==> config.mk <==
export PLATFORM = sky130hd
export DESIGN_NAME = vec_irq_router
export DESIGN_NICKNAME = d
export VERILOG_FILES = /design/src/rtl/vsr_pkg.sv /design/src/rtl/vsr_status.sv /design/src/rtl/vsr_vec_reg.sv /design/src/rtl/vsr_line_router.sv /design/src/rtl/vec_irq_router.sv
export SDC_FILE = /design/constraint.sdc
export NUM_CORES = 1
export LEC_CHECK = 0
export CAP_MARGIN = 15
export CORE_MARGIN = 10
export CORE_UTILIZATION = 35
export CTS_CLUSTER_DIAMETER = 40
export DETAILED_ROUTE_END_ITERATION = 8
export PLACE_DENSITY = 0.62
export SYNTH_ARGS = -nofsm -noshare
export SYNTH_HDL_FRONTEND = slang
export SYNTH_SLANG_ARGS = --single-unit
==> constraint.sdc <==
create_clock -name clk -period 9.5 [get_ports clk]
set_clock_uncertainty 0.15 [all_clocks]
set_input_delay 1.9 -clock clk [delete_from_list [all_inputs] [get_ports clk]]
set_output_delay 1.9 -clock clk [all_outputs]
set_load 0.05 [all_outputs]
==> src/rtl/vsr_pkg.sv <==
package vsr_pkg;
  localparam int DW        = 64;
  localparam int AW        = 6;
  localparam int NUM_IN    = 7;
  localparam int NUM_VEC   = 6;
  localparam int NUM_LINES = 8;
  localparam int SRC_W     = 3;
  localparam int SRV_W     = 16;
  localparam int PRI_W     = 8;
  localparam int CMP_W     = 19;
  localparam int SRC_LIMIT = 7;

  // vector field positions
  localparam int SRV_LO  = 40;
  localparam int PRI_LO  = 32;
  localparam int SRC_LO  = 29;
  localparam int PEND_B  = 24;
  // compare register positions
  localparam int CMP_LO  = 45;
  localparam int KEEP_HI = 35;
  localparam int KEEP_LO = 32;
  // status positions
  localparam int CTRL_B0 = 47;
  localparam int STAT_HI = 36;

  localparam logic [AW-1:0] A_CTRL = 6'h0E;
  localparam logic [AW-1:0] A_STAT = 6'h15;
  localparam logic [AW-1:0] A_VEC0 = 6'h10;
  localparam logic [AW-1:0] A_VEC1 = 6'h16;
  localparam logic [AW-1:0] A_CMP  = 6'h1B;

  typedef struct packed {
    logic [SRV_W-1:0] server;
    logic [PRI_W-1:0] prio;
    logic [SRC_W-1:0] src;
  } vec_t;

  function automatic vec_t vec_unpack(logic [DW-1:0] d);
    vec_t v;
    v.server = d[SRV_LO +: SRV_W];
    v.prio   = d[PRI_LO +: PRI_W];
    v.src    = d[SRC_LO +: SRC_W];
    return v;
  endfunction

  function automatic logic [DW-1:0] vec_pack(vec_t v, logic pend);
    logic [DW-1:0] d;
    d = '0;
    d[SRV_LO +: SRV_W] = v.server;
    d[PRI_LO +: PRI_W] = v.prio;
    d[SRC_LO +: SRC_W] = v.src;
    d[PEND_B]          = pend;
    return d;
  endfunction

  // returns {hit, index}
  function automatic logic [SRC_W:0] vec_slot(logic [AW-1:0] a);
    logic [AW-1:0] d;
    d = a - A_VEC1;
    if (a == A_VEC0) return {1'b1, {SRC_W{1'b0}}};
    if (a >= A_VEC1 && d < AW'(NUM_VEC - 1)) return {1'b1, d[SRC_W-1:0] + SRC_W'(1)};
    return '0;
  endfunction

  function automatic logic [SRV_W-3:0] srv_strip(logic [SRV_W-1:0] s);
    return s[SRV_W-1:2];
  endfunction

  function automatic logic is_masked(logic [PRI_W-1:0] p);
    return &p;
  endfunction
endpackage

==> src/rtl/vsr_status.sv <==
module vsr_status
  import vsr_pkg::*;
#(
  parameter int N_IN  = NUM_IN,
  parameter int N_VEC = NUM_VEC
) (
  input  logic             clk,
  input  logic             rst_n,
  input  logic [N_IN-1:0]  irq_in,
  output logic [N_IN-1:0]  status,
  output logic [N_VEC-1:0] eff
);
  logic live;

  always_ff @(posedge clk or negedge rst_n) begin
    if (!rst_n) begin
      status <= '0;
      live   <= 1'b0;
    end else begin
      status <= irq_in;
      live   <= 1'b1;
    end
  end

  // vector 0 merges the two shared inputs, the rest map one to one
  assign eff[0] = status[0] | status[1];
  for (genvar g = 1; g < N_VEC; g++) begin : g_eff
    assign eff[g] = status[g+1];
  end

  AST_STATUS_TRACK: assert property (@(posedge clk) disable iff (!rst_n)
    live |-> (status == $past(irq_in)));
endmodule

==> src/rtl/vsr_vec_reg.sv <==
module vsr_vec_reg
  import vsr_pkg::*;
#(
  parameter int IDX   = 0,
  parameter int LIMIT = SRC_LIMIT
) (
  input  logic clk,
  input  logic rst_n,
  input  logic wr_hit,
  input  vec_t wr_val,
  output vec_t vec,
  output logic bad_src
);
  assign bad_src = wr_hit && (int'(wr_val.src) >= LIMIT);

  always_ff @(posedge clk or negedge rst_n) begin
    if (!rst_n) begin
      vec.server <= '0;
      vec.prio   <= '1;
      vec.src    <= SRC_W'(IDX);
    end else if (wr_hit && !bad_src) begin
      vec <= wr_val;
    end
  end

  AST_BAD_SRC_KEEP: assert property (@(posedge clk) disable iff (!rst_n)
    bad_src |=> $stable(vec));
endmodule

==> src/rtl/vsr_line_router.sv <==
module vsr_line_router
  import vsr_pkg::*;
#(
  parameter int N_VEC   = NUM_VEC,
  parameter int N_LINES = NUM_LINES,
  parameter int SW      = SRC_W
) (
  input  logic                clk,
  input  logic                rst_n,
  input  logic [N_VEC-1:0]    eff,
  input  logic [N_VEC*SW-1:0] src_flat,
  output logic [N_LINES-1:0]  line_out
);
  always_comb begin
    line_out = '0;
    for (int v = 0; v < N_VEC; v++) begin
      if (eff[v]) line_out[src_flat[v*SW +: SW]] = 1'b1;
    end
  end

  AST_IDLE_LOW: assert property (@(posedge clk) disable iff (!rst_n)
    (eff == '0) |-> (line_out == '0));
endmodule

==> src/rtl/vec_irq_router.sv <==
module vec_irq_router
  import vsr_pkg::*;
(
  input  logic                 clk,
  input  logic                 rst_n,
  input  logic [NUM_IN-1:0]    irq_in,
  input  logic                 reg_we,
  input  logic [AW-1:0]        reg_addr,
  input  logic [DW-1:0]        reg_wdata,
  output logic [DW-1:0]        reg_rdata,
  input  logic [SRC_W-1:0]     route_sel,
  output logic [SRV_W-3:0]     route_server,
  output logic [PRI_W-1:0]     route_prio,
  output logic [SRC_W-1:0]     route_src,
  output logic [NUM_LINES-1:0] line_out,
  output logic [CMP_W-1:0]     src_offset,
  output logic                 wr_err
);
  localparam int N_STAT = NUM_IN - 2;

  logic [NUM_IN-1:0]        status;
  logic [NUM_VEC-1:0]       eff;
  logic [NUM_VEC-1:0]       pend;
  logic [NUM_VEC-1:0]       bad;
  logic [NUM_VEC*SRC_W-1:0] src_flat;
  vec_t                     vecs [NUM_VEC];
  vec_t                     wr_val;
  logic [SRC_W:0]           slot;
  logic [DW-1:0]            cmp_q;
  logic [DW-1:0]            ctrl_word;
  logic [DW-1:0]            stat_word;

  assign slot   = vec_slot(reg_addr);
  assign wr_val = vec_unpack(reg_wdata);

  vsr_status #(.N_IN(NUM_IN), .N_VEC(NUM_VEC)) u_status (
    .clk(clk), .rst_n(rst_n), .irq_in(irq_in), .status(status), .eff(eff)
  );

  for (genvar g = 0; g < NUM_VEC; g++) begin : g_vec
    vsr_vec_reg #(.IDX(g), .LIMIT(SRC_LIMIT)) u_vec (
      .clk(clk), .rst_n(rst_n),
      .wr_hit(reg_we && slot[SRC_W] && (slot[SRC_W-1:0] == SRC_W'(g))),
      .wr_val(wr_val), .vec(vecs[g]), .bad_src(bad[g])
    );
    assign pend[g] = eff[g] && !is_masked(vecs[g].prio);
    assign src_flat[g*SRC_W +: SRC_W] = vecs[g].src;
  end

  vsr_line_router #(.N_VEC(NUM_VEC), .N_LINES(NUM_LINES), .SW(SRC_W)) u_route (
    .clk(clk), .rst_n(rst_n), .eff(eff), .src_flat(src_flat), .line_out(line_out)
  );

  // source-compare register
  always_ff @(posedge clk or negedge rst_n) begin
    if (!rst_n) cmp_q <= '0;
    else if (reg_we && reg_addr == A_CMP) begin
      cmp_q <= '0;
      cmp_q[CMP_LO +: CMP_W]    <= reg_wdata[CMP_LO +: CMP_W];
      cmp_q[KEEP_HI:KEEP_LO]    <= reg_wdata[KEEP_HI:KEEP_LO];
    end
  end
  assign src_offset = cmp_q[CMP_LO +: CMP_W];

  always_ff @(posedge clk or negedge rst_n) begin
    if (!rst_n) wr_err <= 1'b0;
    else        wr_err <= |bad;
  end

  always_comb begin
    ctrl_word = '0;
    ctrl_word[CTRL_B0]   = status[0];
    ctrl_word[CTRL_B0-1] = status[1];
    stat_word = '0;
    for (int k = 0; k < N_STAT; k++) stat_word[STAT_HI-k] = status[k+2];
  end

  always_comb begin
    reg_rdata = '1;
    if (slot[SRC_W]) begin
      reg_rdata = vec_pack(vecs[slot[SRC_W-1:0]], pend[slot[SRC_W-1:0]]);
    end else begin
      case (reg_addr)
        A_CTRL:  reg_rdata = ctrl_word;
        A_STAT:  reg_rdata = stat_word;
        A_CMP:   reg_rdata = cmp_q;
        default: reg_rdata = '1;
      endcase
    end
  end

  always_comb begin
    route_server = '0;
    route_prio   = '0;
    route_src    = '0;
    if (route_sel < SRC_W'(NUM_VEC)) begin
      route_server = srv_strip(vecs[route_sel].server);
      route_prio   = vecs[route_sel].prio;
      route_src    = vecs[route_sel].src;
    end
  end

  AST_SHARED_HOLD: assert property (@(posedge clk) disable iff (!rst_n)
    (status[0] || status[1]) |-> line_out[vecs[0].src]);
  AST_MASK_NO_PEND: assert property (@(posedge clk) disable iff (!rst_n)
    (reg_addr == A_VEC0 && vecs[0].prio == '1) |-> !reg_rdata[PEND_B]);
  AST_OFFSET_KEEP: assert property (@(posedge clk) disable iff (!rst_n)
    !(reg_we && reg_addr == A_CMP) |=> $stable(src_offset));
endmodule

After elaboration in Yosys (flattened, before gate mapping)
Cells that the tools add are included.
Widths: inputs -> output; s select.
{"block": "totals", "ff_bits": 193, "input_bits": 83, "output_inout_bits": 117, "elab_cells": 150}
{"block": "classes", "n_addsub": 2, "order_cmp": 19, "eq_ne": 9, "muxes": 38, "n_bitwise": 8, "reduce_logical": 53}
{"operator": "$pmux 64 s3", "n": 1}
{"operator": "$bmux 27 s3", "n": 2}
{"operator": "$mux 27", "n": 4}
{"operator": "$mux 64", "n": 1}
{"operator": "$mux 8", "n": 7}
{"operator": "$reduce_and 8->1", "n": 6}
{"operator": "$or 8x8->8", "n": 5}
{"operator": "$logic_and 1x1->1", "n": 33}
{"operator": "$lt 3x4->1 const B", "n": 7}
{"operator": "$demux 1 s3", "n": 6}
{"operator": "$eq 6x5->1 const B", "n": 3}
{"operator": "$ge 3x1->1 const B", "n": 6}
{"operator": "$mux 4", "n": 4}
{"operator": "$mux 14", "n": 1}
{"operator": "$logic_not 1->1", "n": 12}
{"operator": "$mux 1", "n": 10}
{"operator": "$ge 4x4->1 const B", "n": 2}
{"operator": "$not 3->4", "n": 2}
{"operator": "$eq 3x2->1 const B", "n": 2}
{"operator": "$eq 3x3->1 const B", "n": 2}
{"operator": "$eq 6x4->1 const B", "n": 1}
{"operator": "$ge 6x5->1 const B", "n": 1}
{"operator": "$lt 6x3->1 const B", "n": 1}
{"operator": "$reduce_or 6->1", "n": 1}
{"operator": "other kinds (9)", "n": 9}

Logic depth before layout (Yosys ltp)
Gate-level depths: netlist of the first run.
{"block": "logic_depth", "ltp_word": 15, "ltp_mapped": 11, "depth_no_buf": 7}

Cells and area by module
From an unflattened synthesis of the first run, not the netlist that was laid out.
{"block": "hier_totals", "cells_unflattened": 1563, "area_unflattened_um2": 15154.5}
{"module": "vec_irq_router", "instances": 1, "cells_per_inst": 573, "area_each_um2": 5121.2, "seq_area_each_um2": 600.6}
{"module": "vsr_vec_reg (g_vec[1].u_vec ...)", "instances": 3, "cells_per_inst": 152, "area_each_um2": 1564.0, "seq_area_each_um2": 686.9}
{"module": "vsr_vec_reg (g_vec[3].u_vec ...)", "instances": 2, "cells_per_inst": 152, "area_each_um2": 1565.3, "seq_area_each_um2": 688.2}
{"module": "vsr_vec_reg (g_vec[0].u_vec)", "instances": 1, "cells_per_inst": 152, "area_each_um2": 1562.7, "seq_area_each_um2": 685.7}
{"module": "vsr_line_router", "instances": 1, "cells_per_inst": 65, "area_each_um2": 429.2, "seq_area_each_um2": 0.0}
{"module": "vsr_status", "instances": 1, "cells_per_inst": 13, "area_each_um2": 219.0, "seq_area_each_um2": 175.2}

Least setup slack after synthesis of the first run
OpenSTA, ideal clock, no wires.
{"block": "synth_path", "path_type": "input-to-output", "startpoint": "input port reg_addr[3]", "endpoint": "output port reg_rdata[44]", "t_arrival_ps": 4718, "required_time_ps": 7450, "setup_slack_ps": 2732, "stages": 7, "path_buffers": 2, "cell_sequence": "buf_4 a21oi_4 mux2i_2 o21ai_0 nor2_1 buf_1 a31o_2"}
{"block": "synth_via", "elab_chain_len": 12, "elab_cells_between_ends": 20, "cone_classes": "add/sub (1); order compare (2); eq/ne (4); mux (11); bitwise (1); reduce/logical (1)"}
{"element": "from (decl)", "line": "vec_irq_router.sv:8", "text": "input logic [AW-1:0] reg_addr,"}
{"element": "$sub 6x5->6", "line": "vsr_pkg.sv:59", "text": "d = a - A_VEC1;"}
{"element": "$lt 6x3->1", "line": "vsr_pkg.sv:61", "text": "if (a >= A_VEC1 && d < AW'(NUM_VEC - 1)) return {1'b1, d[SRC_W-1:0] + SRC_W'(1)};"}
{"element": "$logic_and 1x1->1", "line": "vsr_pkg.sv:61"}
{"element": "$mux 1 (2 in a row)", "line": "vsr_pkg.sv:61"}
{"element": "$mux 4", "line": "vsr_pkg.sv:62", "text": "return '0;"}
{"element": "$mux 4", "line": "vsr_pkg.sv:61"}
{"element": "$not 3->4 (not written as such)", "line": "vec_irq_router.sv:81", "text": "reg_rdata = vec_pack(vecs[slot[SRC_W-1:0]], pend[slot[SRC_W-1:0]]);"}
{"element": "$bmux 27 s3", "line": "vec_irq_router.sv:81"}
{"element": "$mux 27 (not written as such) (2 in a row)", "line": "vec_irq_router.sv:81"}
{"element": "$mux 64 *", "line": "vec_irq_router.sv:80", "text": "if (slot[SRC_W]) begin"}
{"element": "to (decl)", "line": "vec_irq_router.sv:10", "text": "output logic [DW-1:0] reg_rdata,"}
Mark *: on every way between the ends. The rest lies on a longest branch, timed or not. The select of a mux whose other input is x is not followed.

Worst setup path after layout of the first run
{"block": "layout_path", "startpoint": "input port reg_addr[0]", "endpoint": "output port reg_rdata[46]"}
Same word-level chain as after synthesis.

==> results.ini, run 1 <==
[timing]
hold_violations = 0
period_share_pct = 87.82
finalMaxSlewViolations = 0
clock.fmax_mhz = 119.9
setup_tns_ps = 0
period_needed_ps = 8343
setup_viol = 0
rsz0062_at_grt = no
hold_ws_ps = 361.1
tightest_slew_ps = 1054
slew_headroom_pct = 29.72

[critical_path]
startpoint_type = input pin
arrival_ps = 6290
endpoint_kind = output port
cp.required_ps = 7450
path_class = in2out
crit_path_max_fanout = 23
crit_start = reg_addr[0]
worstReg2RegStart = g_vec[1].u_vec.vec[1]$_DFFE_PN0P_

[synth]
synth_top_area_share_pct = 30.40
synth_fa_ha_area_share_pct = 0.6609
synth_area_leaders = dfrtp_1, mux2_2, dfstp_2, mux4_2, buf_4
seq_area_frac_synth_pct = 43.13
synth_ff_type = dfrtp_1
synth_edf_count = 0
synthXorXnorAreaFrac_pct = 0.2313
synthArstFlopShare_pct = 100.0
synth_compound_area_share_pct = 12.81
synth_top_family_by_area = multiplexers
netlist_area_mm2 = 0.01136
synthSimpleGateAreaFrac_pct = 9.198
synth_nets = 1050
syn-mean-instance-area_um2 = 11.82
syn_inst = 961
ys_types = 62
synth_mux_area_share_pct = 26.39
ys_seq_elements = 193
ys_warn_count = 0
yosys.area.top_type = dfrtp_1

[grt]
grt_pass1_vias = 9045
grt_max_degree = 73
grt_busiest_layer = met2
antenna_found_initial = 4
grt.met3_usage_pct = 4.449
track_usage_pct = 18.50
grt_first_pass_wirelength_um = 58470
use_met2_pct = 29.16
overflow = 0
grtUsageMet1_pct = 24.03

[floorplan]
die_area_mm2 = 0.04006
die_h_um = 200.1
rows = 65
die_w_um = 200.1
core_area_mm2 = 0.03180
initial_core_util_pct = 35.72
num_io_pins = 200

[pwr]
p_int_mw = 1.692
p_comb_share_pct = 30.5
swShare_pct = 35.92
ir_drop_mv = 0.1314
power_leakage_nw = 5.557
seq_power_share_pct = 41.1
clock_power_share_pct = 28.3
power_density_mw_per_mm2 = 192.7
p_switching_mw = 0.9484

[clock_tree]
cts_max_level = 4
insertion_delay_ps = 440
cts-resized-gates = 0
cts_buffers = 17
postCtsSetupRepairBufs = 0
cts_num_sinks = 193
clkTransAtPathRegs_ps = 70
clockBufferDepth = 2
clock_tree.root_cell = clkbuf_16
tritoncts = yes
cts_hold_buf = 0

[placed_design]
dp_hpwl_um = 24640
io_buffers = 170
gp_congestion = 0.8986
place_inst = 1461

[finish]
nets = 1134
drive_gt1_share_pct = 32.14
layout_commonest_cell = clkdlybuf4s50_1
instances_no_fill = 1497
layout_common_cells = clkdlybuf4s50_1, mux2_2, dfrtp_1, dfstp_2, nand4_1
area_delta_synth_final_pct = 20.61

[worst_hold_path]
hp-start = g_vec[3].u_vec.vec[12]$_DFFE_PN0P_
min_path_type = reg2reg

[routing]
routed_wirelength_um = 38090
drc = 0
first_iter_violations = 894
routed_via_density = 6.051
wl_per_cell_um = 25.44
ant_nets = 0
drt_first_pass_iters = 8
vias = 9058

[status]
outcome = completed

[job]
cap_violations = 0

[critical path: stages]
cell and delay, ps:
clkdlybuf4s50_1 630, inv_1 180, ha_1 1020, nor2b_1 220
buf_4 290, and3_1 530, buf_12 270, nand2_1 70
a31oi_1 300, clkdlybuf4s50_1 870
[power groups by stage]
| stage | combinational (mW) | clock, mW | sequential [mW] |
|---|---|---|---|
| 3_5_place_dp | 0.804 | 0 | 1.09 |
| 2_1_floorplan | 0.602 | 0 | 1.03 |
| 4_1_cts | 0.808 | 0.761 | 1.08 |
| 3_3_place_gp | 0.796 | 0 | 1.09 |
| 6_report | 0.806 | 0.748 | 1.09 |
| 5_1_grt | 0.852 | 0.795 | 1.10 |
[per-layer routing]
layer | part of all wire (%) | up-vias | routed length [µm]
li1 | - | 3834 | -
met1 | 41 | 4611 | 15770
met2 | 47 | 536 | 17730
met3 | 9.1 | 77 | 3484
met4 | 2.9 | 0 | 1100
met5 | 0 | - | 0
[registers in the layout, indices dropped and copies added, names as in the netlist]
register         count
wr_err               1
g_vec.u_vec.vec    162
cmp_q               23
u_status.status      7
[final timing paths]
kind,endpoint,slack [ps],cells after the start
max,reg_rdata[46],1160,10
min,g_vec[3].u_vec.vec[12]$_DFFE_PN0P_,360,1
max reg2reg,g_vec[1].u_vec.vec[1]$_DFFE_PN0P_,8390,1
min reg2reg,g_vec[3].u_vec.vec[12]$_DFFE_PN0P_,360,1
max in group asynchronous,g_vec[2].u_vec.vec[13]$_DFFE_PN0P_,6540,2
min in group asynchronous,cmp_q[47]$_DFFE_PN0P_,1300,1
[cells in the mapped netlist (6+ instances only)]
library cell and n:
mux4_2 25, dfrtp_1 138, o31ai_1 12, a221o_1 11, a22oi_1 7, clkbuf_1 49
o22ai_1 26, nand4_1 52, nand2_1 43, ha_1 6, nand3_1 14, a22o_1 10
a31o_2 11, a222oi_1 16, buf_1 8, dfstp_2 55, o21ai_0 6, o2111ai_1 11
nor2b_1 9, a2111oi_0 11, buf_4 56, nand3b_1 8, a32o_1 6, mux2_4 18
nor2_1 12, inv_1 31, a21o_1 10, mux2i_1 36, o22a_1 7, buf_2 13
mux2_2 157, a31oi_1 22
[per-stage QoR]
step / instance area (µm²) / power (mW) / worst slack (ps) / utilization [%]
after floorplan: 11360 / 1.635 / 2732 / -
after global placement: 13080 / 1.887 / 1273 / 41.14
after detailed placement: 13080 / 1.898 / 1287 / 41.14
after CTS: 13690 / 2.650 / 1241 / 43.05
after global routing: 13700 / 2.748 / 1031 / 43.08
final: 13700 / 2.640 / 1157 / 43.08
[final cells by class]
class                      instances  area (µm²)
sequential                       193        4898
tap                              435       544.3
inverter                          31       116.4
clock buffer                      20       500.5
multi-input combinational        607        5623
antenna                            4       10.01
fill                            2979       18100
timing repair buffer             195        1901
clock inverter                    12       106.4
[kinds of logic after synthesis]
group / Yosys count
AOI/OAI and AO/OA: 183
xor gates and xnor gates: 3
adders and majority gates: 6
buffers and inverters: 161
DFF: 193
muxes: 239
and+or+nand+nor: 176
Power figures use the tool's default switching activity.
==> run 2: changes to the inputs <==
--- a/config.mk
+++ b/config.mk
@@ -7,10 +7,11 @@
 export LEC_CHECK = 0
 export CAP_MARGIN = 15
 export CORE_MARGIN = 10
-export CORE_UTILIZATION = 35
+export CORE_UTILIZATION = 49
 export CTS_CLUSTER_DIAMETER = 40
 export DETAILED_ROUTE_END_ITERATION = 8
-export PLACE_DENSITY = 0.62
+export PLACE_DENSITY = 0.77
 export SYNTH_ARGS = -nofsm -noshare
 export SYNTH_HDL_FRONTEND = slang
+export SYNTH_HIERARCHICAL = 1
 export SYNTH_SLANG_ARGS = --single-unit
==> run 2 against run 1 <==
Synthesized cell count is 63% higher. Wire length increased by 39%. Maximum frequency up 1.4%.
==> results.ini, run 2 <==
[floorplan]
rows = 64
initial_core_util_pct = 49.54
die_w_um = 195.9
die_h_um = 195.9
core_area_mm2 = 0.03059
die_area_mm2 = 0.03836
num_io_pins = 200

[critical_path]
path_class = in2out
crit_top_cell = buf_4
max_stage_delay_ps = 890
path_cells = buf_4, inv_1, ha_4, buf_4, mux2i_1, o311ai_0, o21ai_1, o2bb2ai_1, a21oi_1, clkdlybuf4s50_1
crit_path_max_fanout = 55
critPathSlowestCell = clkdlybuf4s50_1
worstReg2RegStart = g_vec[0].u_vec/vec[5]$_DFFE_PN1P_
worst-path-buf-inv = 4
cp.required_ps = 7450
startpoint_type = input pin
arrival_ps = 6180
critical-path-top-delay-family = buffers and inverters
endpoint_kind = output port
crit_start = reg_addr[0]

[synth]
syn-mean-instance-area_um2 = 9.696
yosys.area.top_type = dfrtp_1
seq_area_frac_synth_pct = 32.32
ys_warn_count = 6
ys_types = 65
synth_nets = 1652
netlist_area_mm2 = 0.01515
synth_top_area_share_pct = 22.79
synth_edf_count = 0
synthArstFlopShare_pct = 100.0
syn_inst = 1563
synth_most_common_cell = nand2b_1
synth_area_leaders = dfrtp_1, o211ai_2, dfstp_2, nand2b_1, nand4_1
ys_seq_elements = 193
synth_common_cells = nand2b_1, nand2_1, nand4_1
synth_ff_type = dfrtp_1

[pwr]
ir_drop_mv = 0.1526
power_density_mw_per_mm2 = 232.9
power_mw = 3.911
power_leakage_nw = 6.419

[timing]
period_needed_ps = 8232
period_share_pct = 86.65
setup_viol = 0
tightest_slew_ps = 1204
hold_violations = 0
clock.fmax_mhz = 121.5
finalMaxSlewViolations = 0
slew_headroom_pct = 19.72
rsz0062_at_grt = no
setup_tns_ps = 0

[routing]
drt_first_pass_iters = 9
routed_via_density = 6.922
first_iter_violations = 2134
drc = 0
routed_wirelength_um = 52840
wl_per_cell_um = 26.69
vias = 13710
ant_nets = 0

[finish]
area_delta_synth_final_pct = 10.81
largest_reg_flops = 162
reg_top3 = g_vec.u_vec/vec (162), cmp_q (23), u_status/status (7)
nFillCells = 2662
layout_commonest_cell = nand2b_1
nets = 1657
top_register = g_vec.u_vec/vec
drive_gt1_share_pct = 21.44
layout_common_cells = nand2b_1, clkdlybuf4s50_1, nand2_1, nand4_1, dfrtp_1

[grt]
antenna_found_initial = 5
overflow = 0
grt_pass1_vias = 13420
grt_max_degree = 93
grt_first_pass_wirelength_um = 81340
track_usage_pct = 26.32

[clock_tree]
postCtsSetupRepairBufs = 0
clockBufferDepth = 2
cts_max_level = 4
cts_hold_buf = 0
cts-resized-gates = 0
clkTransAtPathRegs_ps = 70
insertion_delay_ps = 450
tritoncts = yes
cts_buffers = 17
cts_num_sinks = 193
clock_tree.root_cell = clkbuf_16

[placed_design]
dp_hpwl_um = 32580
gp_congestion = 0.9248
io_buffers = 170

[status]
outcome = completed

[worst_hold_path]
min_path_type = reg2reg
hp-start = cmp_q[32]$_DFFE_PN0P_

[job]
cap_violations = 0

==> run 2: final cells by class <==
| type | instances | area [µm²] | area share (%) |
|---|---|---|---|
| Multi-Input combinational cell | 1109 | 8690 | 51.75 |
| Antenna cell | 3 | 7.507 | 0.04471 |
| Tap cell | 396 | 495.5 | 2.951 |
| Clock inverter | 15 | 171.4 | 1.021 |
| Inverter | 47 | 176.4 | 1.051 |
| Sequential cell | 193 | 4898 | 29.17 |
| Clock buffer | 17 | 425.4 | 2.533 |
| Timing Repair Buffer | 200 | 1928 | 11.48 |
==> run 2: metal layers <==
layer	global-route usage, %	wire length, µm	vias up
met4	10.58	1943	4
li1	-	-	5786
met3	6.854	6032	163
met2	41.18	24520	955
met1	33.91	20330	6797
met5	0	23	-
==> run 2: where the power goes <==
part	leakage, nW	switching (mW)	internal (mW)	total [mW]
sequential	2.07	0.388	1.15	1.54
clock	0.294	0.374	0.397	0.771
combinational	4.05	0.913	0.687	1.60
total	6.42	1.68	2.24	3.91
==> run 2: final timing paths <==
| kind | cells past startpoint | endpoint | slack, ps |
|---|---|---|---|
| setup / recovery | 10 | reg_rdata[40] | 1270 |
| hold / removal | 1 | cmp_q[32]$_DFFE_PN0P_ | 350 |
| setup reg to reg | 2 | g_vec[0].u_vec/vec[5]$_DFFE_PN1P_ | 8390 |
| hold reg to reg | 1 | cmp_q[32]$_DFFE_PN0P_ | 350 |
| max in group asynchronous | 2 | g_vec[2].u_vec/vec[20]$_DFFE_PN0P_ | 6520 |
| min in group asynchronous | 1 | g_vec[5].u_vec/vec[21]$_DFFE_PN0P_ | 1390 |
==> run 2: cell families (layout without fill, tap and decap cells) <==
| group | after synthesis | after routing | share of synthesized area [%] |
|---|---|---|---|
| xor+xnor | 2 | 2 | 0.1156 |
| compound gates | 393 | 393 | 24.27 |
| flops | 193 | 193 | 32.32 |
| fa+ha+maj | 6 | 6 | 0.4954 |
| other cells | 0 | 3 | 0 |
| buf+inv | 261 | 279 | 10.59 |
| simple gates | 583 | 583 | 21.61 |
| mux | 125 | 125 | 10.59 |
==> run 2: worst reg2reg max path, cell delays in order, from the launching register on <==
cell and delay [ps]:
dfstp_2 600, nand4_1 150, o211ai_2 150
==> run 2: stage by stage <==
stage / instance area (µm²) / hold slack, ps / cells / utilization, % / worst slack (ps)
after floorplan: 15150 / 314.6 / 1563 / - / 3078
after global placement: 16160 / 326.1 / 1944 / 52.84 / 1555
after detailed placement: 16160 / 334.3 / 1944 / 52.84 / 1519
after CTS: 16760 / 351.8 / 1976 / 54.79 / 1501
after global routing: 16790 / 382.8 / 1979 / 54.89 / 1189
final: 16790 / 349.3 / 1980 / 54.90 / 1268
==> run 3: changes to the inputs <==
--- a/config.mk
+++ b/config.mk
@@ -5,12 +5,13 @@
 export SDC_FILE = /design/constraint.sdc
 export NUM_CORES = 1
 export LEC_CHECK = 0
+export ABC_AREA = 1
 export CAP_MARGIN = 15
 export CORE_MARGIN = 10
-export CORE_UTILIZATION = 49
+export CORE_UTILIZATION = 55
 export CTS_CLUSTER_DIAMETER = 40
 export DETAILED_ROUTE_END_ITERATION = 8
-export PLACE_DENSITY = 0.77
+export PLACE_DENSITY = 0.86
 export SYNTH_ARGS = -nofsm -noshare
 export SYNTH_HDL_FRONTEND = slang
 export SYNTH_HIERARCHICAL = 1
==> run 3 against run 2 <==
Count of clock-buffer cells in the layout is the same. Sequential power shrank 35%. Flip-flop and latch count is the same. Final cell count grew 12%. Register-to-register slack gained 30 ps. Sequential share of layout area grew 4.2 points. Final area shrank 13%. Synthesized cell count grew 17%. Die area shrank 22%. Non-clock buffer count shrank 7. Wire length shrank 12%. Critical path type unchanged. Critical endpoint is now reg_rdata[38].
==> results.ini, run 3 <==
[status]
outcome = completed

[floorplan]
die_h_um = 173.4
rows = 56
num_io_pins = 200
core_area_mm2 = 0.02333
initial_core_util_pct = 55.50
die_w_um = 173.4
die_area_mm2 = 0.03008

[critical_path]
crit_path_max_fanout = 36
startpoint_type = input pin
timing.rr.end = g_vec[3].u_vec/vec[0]$_DFFE_PN1P_
max_stage_delay_ps = 970
worstReg2RegStart = g_vec[3].u_vec/vec[0]$_DFFE_PN1P_
endpoint_kind = output port
crit_end = reg_rdata[38]
path_class = in2out
crit_start = reg_addr[1]
cp.required_ps = 7450
r2r_cells = 2
arrival_ps = 6220
path_cells = clkdlybuf4s50_1, ha_1, nand2_1, nand3_1, nor2_4, nand2_2, nand2_4, inv_2, nand2_2, inv_1, a21oi_2, clkdlybuf4s50_1
critPathSlowestCell = clkdlybuf4s50_1
rrSetupSlack_ps = 8420

[clock_tree]
insertion_delay_ps = 450
cts_max_level = 4
clock_tree.root_cell = clkbuf_16
cts_hold_buf = 0
clockBufferDepth = 2
cts_num_sinks = 193
clkTransAtPathRegs_ps = 80
tritoncts = yes
cts-resized-gates = 0
cts_buffers = 17
postCtsSetupRepairBufs = 0

[timing]
period_needed_ps = 8270
fin_ws_ps = 1230
rsz0062_at_grt = no
slew_headroom_pct = 18.72
finalMaxSlewViolations = 0
tightest_slew_ps = 1218
period_share_pct = 87.05
hold_violations = 0
clock.fmax_mhz = 120.9
setup_viol = 0
setup_tns_ps = 0

[routing]
ant_nets = 0
routed_via_density = 6.129
vias = 13540
routed_wirelength_um = 46650
wl_per_cell_um = 21.11
drt_first_pass_iters = 6
first_iter_violations = 1974
drc = 0

[pwr]
power_density_mw_per_mm2 = 170.8
power_leakage_nw = 6.901
ir_drop_mv = 0.1486

[grt]
antenna_found_initial = 0
grt_pass1_vias = 13230
grt_first_pass_wirelength_um = 72560
overflow = 0
track_usage_pct = 29.93
grt_max_degree = 95

[finish]
layout_common_cells = nand2_1, nand3_1, clkdlybuf4s50_1, dfrtp_1, nor2_1
largest_reg_flops = 162
instances_no_fill = 2210
layout_commonest_cell = nand2_1
insertedDiodeCount = 0
reg_top3 = g_vec.u_vec/vec (162), cmp_q (23), u_status/status (7)
multiInputGateArea_mm2 = 0.006411
drive_gt1_share_pct = 10.68
area_delta_synth_final_pct = 13.40
top_register = g_vec.u_vec/vec
nets = 1967
nFillCells = 2018
seqCellArea_mm2 = 0.004898

[synth]
ys_warn_count = 6
netlist_area_mm2 = 0.01295
synth_top_area_share_pct = 26.67
yosys.area.top_type = dfrtp_1
syn-mean-instance-area_um2 = 7.072
synth_ff_type = dfrtp_1
syn_inst = 1831
ys_seq_elements = 193
synth_nets = 1920
synth_most_common_cell = nand2_1
ys_types = 38
synth_area_leaders = dfrtp_1, nand2_1, dfstp_2, nand3_1, o21ai_0
synth_common_cells = nand2_1, nand3_1, dfrtp_1
seq_area_frac_synth_pct = 37.83
synthArstFlopShare_pct = 100.0
synth_edf_count = 0

[placed_design]
dp_hpwl_um = 29430
gp_congestion = 0.9249
io_buffers = 170
dp_slack_ps = 1324
place_inst = 2177

[worst_hold_path]
min_path_type = reg2reg

[job]
cap_violations = 0

==> run 3: report_power, final <==
group	internal, mW	total (mW)	switching [mW]
Sequential	0.918	1.00	0.0829
Combinational	0.224	0.718	0.494
Clock	0.408	0.790	0.382
==> run 3: kinds of logic (layout without fill, tap and decap cells) <==
| group | Yosys count | after routing | share of synthesized area, % |
|---|---|---|---|
| muxes | 23 | 23 | 2.000 |
| xor gates and xnor gates | 1 | 1 | 0.06765 |
| and+or+nand+nor | 1098 | 1098 | 36.51 |
| adders and majority gates | 6 | 6 | 0.5798 |
| buffers and inverters | 281 | 341 | 12.87 |
| AOI/OAI and AO/OA | 229 | 229 | 10.15 |
| DFF | 193 | 193 | 37.83 |
==> run 3: stage by stage <==
| stage | util (%) | area, µm² | power (mW) | hold WS (ps) |
|---|---|---|---|---|
| after floorplan | - | 12950 | 1.494 | 291.9 |
| after global placement | 60.05 | 14010 | 1.692 | 303.4 |
| after detailed placement | 60.05 | 14010 | 1.710 | 308.6 |
| after CTS | 62.82 | 14660 | 2.491 | 327.4 |
| after global routing | 62.93 | 14680 | 2.604 | 338.5 |
| final | 62.93 | 14680 | 2.509 | 326.6 |
==> run 3: final cells by class <==
cell class              instances  share of cell area [%]
flip-flops and latches        193                   33.36
inverters                     116                   2.965
repair buffers                193                   12.91
multi-input cells            1357                   43.66
clock inverters                15                   1.491
well taps                     319                   2.718
clock buffers                  17                   2.897
==> run 3: how the worst min path moves through the flow <==
stage | slack, ps | end | startpoint | cells after the start
after global placement | 300 | g_vec[2].u_vec/vec[12]$_DFFE_PN0P_ | g_vec[2].u_vec/vec[12]$_DFFE_PN0P_ | 2
after global routing | 340 | g_vec[1].u_vec/vec[25]$_DFFE_PN0P_ | g_vec[1].u_vec/vec[25]$_DFFE_PN0P_ | 2
final | 330 | g_vec[1].u_vec/vec[15]$_DFFE_PN0P_ | g_vec[1].u_vec/vec[15]$_DFFE_PN0P_ | 2
after CTS | 330 | g_vec[5].u_vec/vec[7]$_DFFE_PN1P_ | g_vec[5].u_vec/vec[7]$_DFFE_PN1P_ | 2
after detailed placement | 310 | g_vec[3].u_vec/vec[12]$_DFFE_PN0P_ | g_vec[3].u_vec/vec[12]$_DFFE_PN0P_ | 2
after floorplan | 290 | g_vec[1].u_vec/vec[13]$_DFFE_PN0P_ | g_vec[1].u_vec/vec[13]$_DFFE_PN0P_ | 2
==> run 3: metal layers <==
| layer | track usage, % | up-vias | share of wire, % |
|---|---|---|---|
| met4 | 17.18 | 0 | 5.8 |
| met5 | 0 | - | 0 |
| met3 | 9.061 | 214 | 12 |
| met2 | 47.41 | 994 | 46 |
| met1 | 35.49 | 6361 | 36 |
| li1 | - | 5975 | - |
==> run 3: worst max-delay path: cells and delay by family <==
kind | cells | cell delay, ps
AO/OA/AOI/OAI | 1 | 280
adder cells (fa/ha/maj) | 1 | 380
AND/OR/NAND/NOR | 6 | 1490
buffers and inverters | 4 | 2150
